## config.mk

```make
export PLATFORM = sky130hd
export DESIGN_NAME = eeprom_pin_owner
export DESIGN_NICKNAME = d
export VERILOG_FILES = /design/src/rtl/eeprom_pin_pkg.sv /design/src/rtl/eeprom_pin_idle_timer.sv /design/src/rtl/eeprom_pin_sampler.sv /design/src/rtl/eeprom_pin_mux.sv /design/src/rtl/eeprom_pin_owner.sv
export SDC_FILE = /design/constraint.sdc
export NUM_CORES = 1
export LEC_CHECK = 0
export ABC_AREA = 1
export BUFFER_PORTS_ARGS = -buffer_cell sky130_fd_sc_hd__buf_4
export CAP_MARGIN = 20
export CORE_MARGIN = 1
export CORE_UTILIZATION = 49
export DETAILED_ROUTE_END_ITERATION = 16
export PLACE_DENSITY = 0.89
export SLEW_MARGIN = 20
export SYNTH_ARGS = -nofsm -noshare
export SYNTH_HDL_FRONTEND = slang
export SYNTH_HIERARCHICAL = 1
export SYNTH_SLANG_ARGS = --single-unit
```

## constraint.sdc

```tcl
create_clock -name clk -period 2.2 [get_ports clk]
set_clock_uncertainty 0.2 [all_clocks]
set_input_delay 0.66 -clock clk [delete_from_list [all_inputs] [get_ports clk]]
set_output_delay 0.66 -clock clk [all_outputs]
set_load 0.1 [all_outputs]
```

## src/rtl/eeprom_pin_pkg.sv

```systemverilog
package eeprom_pin_pkg;

    // Register bit positions; software decodes these, so they are fixed.
    localparam int unsigned BIT_SCK     = 0;
    localparam int unsigned BIT_CS      = 1;
    localparam int unsigned BIT_MOSI    = 2;
    localparam int unsigned BIT_MISO    = 3;
    localparam int unsigned BIT_REQ     = 6;
    localparam int unsigned BIT_GNT     = 7;
    localparam int unsigned BIT_PRES    = 8;
    localparam int unsigned BIT_SIZE_LO = 11;

    typedef struct packed {
        logic sck;
        logic cs_n;
        logic mosi;
    } pin_drive_t;

    typedef struct packed {
        pin_drive_t drv;
        logic       req;
        logic       grant;
    } ctrl_state_t;

    localparam ctrl_state_t CTRL_RESET = '{
        drv:   '{sck: 1'b0, cs_n: 1'b1, mosi: 1'b0},
        req:   1'b0,
        grant: 1'b0
    };

endpackage

```

## src/rtl/eeprom_pin_idle_timer.sv

```systemverilog
module eeprom_pin_idle_timer #(
    parameter int unsigned IDLE_CYCLES = 250_000_000
) (
    input  logic clk,
    input  logic rst_n,
    input  logic run,
    input  logic restart,
    output logic expire
);
    localparam int unsigned CNT_W = (IDLE_CYCLES > 1) ? $clog2(IDLE_CYCLES) : 1;
    localparam logic [CNT_W-1:0] LAST = CNT_W'(IDLE_CYCLES - 1);

    logic [CNT_W-1:0] cnt_d, cnt_q;

    always_comb begin
        expire = run && !restart && (cnt_q == LAST);
        if (!run || restart || expire) begin
            cnt_d = '0;
        end else begin
            cnt_d = cnt_q + CNT_W'(1);
        end
    end

    always_ff @(posedge clk) begin
        if (!rst_n) begin
            cnt_q <= '0;
        end else begin
            cnt_q <= cnt_d;
        end
    end
endmodule

```

## src/rtl/eeprom_pin_sampler.sv

```systemverilog
module eeprom_pin_sampler #(
    parameter int unsigned STAGES = 2
) (
    input  logic clk,
    input  logic rst_n,
    input  logic din,
    output logic dout
);
    logic [STAGES:0] tap;

    assign tap[0] = din;

    for (genvar g = 0; g < STAGES; g++) begin : g_stage
        logic stage_d, stage_q;
        assign stage_d = tap[g];
        always_ff @(posedge clk) begin
            if (!rst_n) begin
                stage_q <= 1'b0;
            end else begin
                stage_q <= stage_d;
            end
        end
        assign tap[g+1] = stage_q;
    end

    assign dout = tap[STAGES];
endmodule

```

## src/rtl/eeprom_pin_mux.sv

```systemverilog
module eeprom_pin_mux
    import eeprom_pin_pkg::*;
(
    input  logic       own,
    input  pin_drive_t sw_drv,
    input  pin_drive_t hw_drv,
    output pin_drive_t pin_drv
);
    always_comb begin
        pin_drv = own ? sw_drv : hw_drv;
    end
endmodule

```

## src/rtl/eeprom_pin_owner.sv

```systemverilog
module eeprom_pin_owner
    import eeprom_pin_pkg::*;
#(
    parameter int unsigned REG_W       = 32,
    parameter int unsigned SIZE_W      = 4,
    parameter int unsigned IDLE_CYCLES = 250_000_000,
    parameter int unsigned SYNC_STAGES = 2
) (
    input  logic              clk,
    input  logic              rst_n,
    input  logic              reg_wr_en,
    input  logic [REG_W-1:0]  reg_wr_data,
    output logic [REG_W-1:0]  reg_rd_data,
    input  logic              eng_busy,
    output logic              eng_hold,
    input  logic              eng_sck,
    input  logic              eng_cs_n,
    input  logic              eng_mosi,
    output logic              eng_miso,
    input  logic              ee_present,
    input  logic [SIZE_W-1:0] ee_size_code,
    output logic              pin_sck,
    output logic              pin_cs_n,
    output logic              pin_mosi,
    input  logic              pin_miso
);
    localparam int unsigned SIZE_HI = BIT_SIZE_LO + SIZE_W - 1;

    ctrl_state_t st_d, st_q;
    pin_drive_t  wr_drv, eng_drv, out_drv;
    logic        activity, expire, miso_s;
    logic        unused_wr_bits;

    assign unused_wr_bits = ^reg_wr_data;

    // Next-state logic
    always_comb begin
        wr_drv.sck  = reg_wr_data[BIT_SCK];
        wr_drv.cs_n = reg_wr_data[BIT_CS];
        wr_drv.mosi = reg_wr_data[BIT_MOSI];
        activity    = reg_wr_en && (wr_drv != st_q.drv);

        st_d = st_q;
        if (reg_wr_en) begin
            st_d.drv = wr_drv;
            st_d.req = reg_wr_data[BIT_REQ];
        end
        // Inactivity expiry overrides a same-cycle request rewrite.
        if (expire) begin
            st_d.req = 1'b0;
        end
        // Grant only from an idle engine; once held it stays while requested.
        st_d.grant = st_q.req && (st_q.grant || !eng_busy);
        // Handing back: leave the select field deasserted.
        if (st_q.grant && !st_q.req) begin
            st_d.drv.cs_n = 1'b1;
        end
    end

    always_ff @(posedge clk) begin
        if (!rst_n) begin
            st_q <= CTRL_RESET;
        end else begin
            st_q <= st_d;
        end
    end

    eeprom_pin_idle_timer #(
        .IDLE_CYCLES (IDLE_CYCLES)
    ) u_timer (
        .clk     (clk),
        .rst_n   (rst_n),
        .run     (st_q.grant),
        .restart (activity),
        .expire  (expire)
    );

    eeprom_pin_sampler #(
        .STAGES (SYNC_STAGES)
    ) u_sampler (
        .clk   (clk),
        .rst_n (rst_n),
        .din   (pin_miso),
        .dout  (miso_s)
    );

    always_comb begin
        eng_drv.sck  = eng_sck;
        eng_drv.cs_n = eng_cs_n;
        eng_drv.mosi = eng_mosi;
    end

    eeprom_pin_mux u_mux (
        .own     (st_q.grant),
        .sw_drv  (st_q.drv),
        .hw_drv  (eng_drv),
        .pin_drv (out_drv)
    );

    assign pin_sck  = out_drv.sck;
    assign pin_cs_n = out_drv.cs_n;
    assign pin_mosi = out_drv.mosi;
    assign eng_hold = st_q.req;
    assign eng_miso = pin_miso;

    // Read view
    always_comb begin
        reg_rd_data                       = '0;
        reg_rd_data[BIT_SCK]              = st_q.drv.sck;
        reg_rd_data[BIT_CS]               = st_q.drv.cs_n;
        reg_rd_data[BIT_MOSI]             = st_q.drv.mosi;
        reg_rd_data[BIT_MISO]             = miso_s;
        reg_rd_data[BIT_REQ]              = st_q.req;
        reg_rd_data[BIT_GNT]              = st_q.grant;
        reg_rd_data[BIT_PRES]             = ee_present;
        reg_rd_data[SIZE_HI:BIT_SIZE_LO]  = ee_size_code;
    end
endmodule

```

==> impl_metrics.yaml <==
cts:
  cts.hold.buffers_added: 0
  postCtsResizedCells: 0
  cts.reportedPaths.clkPinSlew_ns: 0.07
  cts_tree: "yes"
  cts_root_buf: "clkbuf_8"
  cts_max_level: 2
  clock_insertion_delay_worst_skew_ns: 0.30
  cts_post_setup_buffers_inserted: 0
  cts_made_buffers: 5
  cts_num_sinks: 35
  max-clock-path-buffers: 2
route:
  initialDrtViolationCount: 77
  post_drt_wl_per_cell_um: 9.87
  drt-vias-per-instance: 4.51
  route.detailed.drc: 0
  dr.pass1.iters: 4
  route.final.wire_length_um: 3860
  antenna_left: 0
  routed-via-count: 1765
synth:
  postSynthCellCount: 322
  post_synth.cell_area_avg_sq_um: 6.61
  distinct_cell_type_count_of_the_synthesized_netlist: 25
  asyncSetResetFlopFracSynth_pct: 0
  syn_area_sq_um: 2130
  seq_cells_post_synth: 35
  synth.largest_area_cell: "dfxtp_1"
  yosysTopAreaCellShare_pct: 32.9
  synth-seq-area-share_pct: 32.9
  synth-edff-count: 0
  yosysWarnings: 6
  yosys-top-cells-area: "dfxtp_1, nand2_1, buf_4"
  postSynth.topFlopCell: "dfxtp_1"
worst_setup_path:
  worstSetupEndpointType: "output pin"
  start_kind: "flop"
  required_ns: 1.34
  worstPathArrival_ns: 1.13
  timing_worst_setup_path_type: "reg2out"
  crit_fanout: 7
die:
  die_y_um: 67.9
  die_w_um: 67.9
  core_area_sq_um: 4090
  die_ar_sq_um: 4610
  rows: 23
  ioPinCount: 82
  initial_utilization_pct: 52.1
finish:
  fillerInstances: 388
  syn2layout_area_growth_pct: 9.11
  nets: 386
  antennaDiodeCount: 0
  ff_latch_area_sq_um: 707
  mostFrequentLayoutCell: "nand2_1"
  drive_gt1_share_pct: 18.5
  postLayoutCellArea_sq_um: 2320
  most_used_cells_in_the_layout_excluding_fill_and_tap_cells: "nand2_1, nor2_1, inv_1, dfxtp_1, buf_4"
  multi_input_area_sq_um: 1120
timing:
  slew_viol_final: 0
  setup_tns_ns: 0
  timing.fmax_mhz: 503
  finalCriticalPeriod_ns: 1.99
  setup_viol_count_final: 0
  post-route-period-util_pct: 90.4
  unrepaired_setup_endpoints_after_global_routing: "no"
  hold_violations: 0
global_routing:
  grt_pass1_wl_um: 6560
  grt_max_degree: 29
  grt_pass1_vias: 1616
  globalRoute.totalOverflow: 0
  grt_use_total_pct: 19.1
  antenna_found_initial: 0
pwr:
  cellLeakagePower_nw: 0.877
  ir_drop_uv: 347
  power_per_cell_area_nw_per_um2: 676
run:
  max-cap-violations: 0
hold_path:
  hold_path_class: "reg2reg"
placed_design:
  dpl.hpwl_um: 2930
  port_buffers: 22
  place_area_sq_um: 2200
  finalWeightedCongestion: 0.843
run_status:
  run_status: "finished clean"
[through the flow]
stage          utilization (%)  hold WS [ns]  cells  worst slack, ns  total power (W)
2_1_floorplan                -         0.190    342            0.104          0.00101
3_3_place_gp              53.9         0.196    383            0.158         0.000979
3_5_place_dp              53.9         0.203    383            0.131         0.000981
4_1_cts                   56.8         0.219    391            0.203          0.00158
5_1_grt                   56.8         0.241    391            0.154          0.00162
6_report                  56.8         0.217    391            0.212          0.00157
[layer usage]
metal,vias to the layer above,part of all wire (%),track usage (%)
met4,0,1.6,8.07
met2,44,49,33.7
met1,757,45,21.9
li1,959,-,-
met3,5,4.6,4.50
met5,-,0,0
[cell usage after synthesis, types with 3 or more instances]
cell	instances
a21oi_1	11
buf_4	29
dfxtp_1	35
inv_1	36
inv_2	3
nand2_1	94
nand2_2	4
nand3_1	13
nor2_1	50
nor2_2	10
nor2_4	5
o21ai_0	3
o21ai_1	3
xnor2_1	6
xor2_1	7
[area by class of cell]
type | count | area share, %
Clock buffer | 6 | 3.56
Clock inverter | 2 | 1.51
Inverter | 39 | 6.30
Multi-Input combinational cell | 237 | 48.4
Sequential cell | 35 | 30.4
Tap cell | 50 | 2.69
Timing Repair Buffer | 22 | 7.11
[where the power goes]
part / leakage, nW / total (W) / internal (W) / switching (W)
clock network: 0.0612 / 0.000604 / 0.000366 / 0.000237
logic: 0.532 / 0.000316 / 0.0000400 / 0.000276
registers: 0.284 / 0.000650 / 0.000642 / 0.00000776
total: 0.877 / 0.00157 / 0.00105 / 0.000522
[final timing paths]
| path | from | to | slack (ns) | depth (start not counted) |
|---|---|---|---|---|
| worst max-delay path | reg_rd_data[7] | pin_sck | 0.21 | 4 |
| worst min-delay path | u_sampler/g_stage[0].stage_q | u_sampler/dout | 0.22 | 2 |
| worst max register to register | u_timer/cnt_q[0] | u_timer/cnt_q[10] | 0.46 | 6 |
| worst min register to register | u_sampler/g_stage[0].stage_q | u_sampler/dout | 0.22 | 2 |
[registers in the layout, indices dropped and copies added (netlist names)]
register / flops
u_sampler/dout: 1
u_timer/cnt_q: 28
eng_hold: 1
u_sampler/g_stage.stage_q: 1
reg_rd_data: 4
[logic make-up (layout without fill, tap and decap cells)]
family | count (synthesis) | count (layout) | share of synthesized area (%)
AND/OR/NAND/NOR | 182 | 182 | 37.7
flip-flops | 35 | 35 | 32.9
buffers and inverters | 70 | 69 | 18.2
adder cells (fa/ha/maj) | 1 | 1 | 0.588
XOR/XNOR | 13 | 13 | 5.35
AO/OA/AOI/OAI | 20 | 20 | 5.11
other | 1 | 21 | 0.176
[critical path: stages (launching register included)]
cell and delay [ns]:
dfxtp_2 0.36, inv_2 0.08, nand2_1 0.06, nand2_2 0.05, buf_4 0.28
No activity file was read; power rests on OpenSTA's default activity.
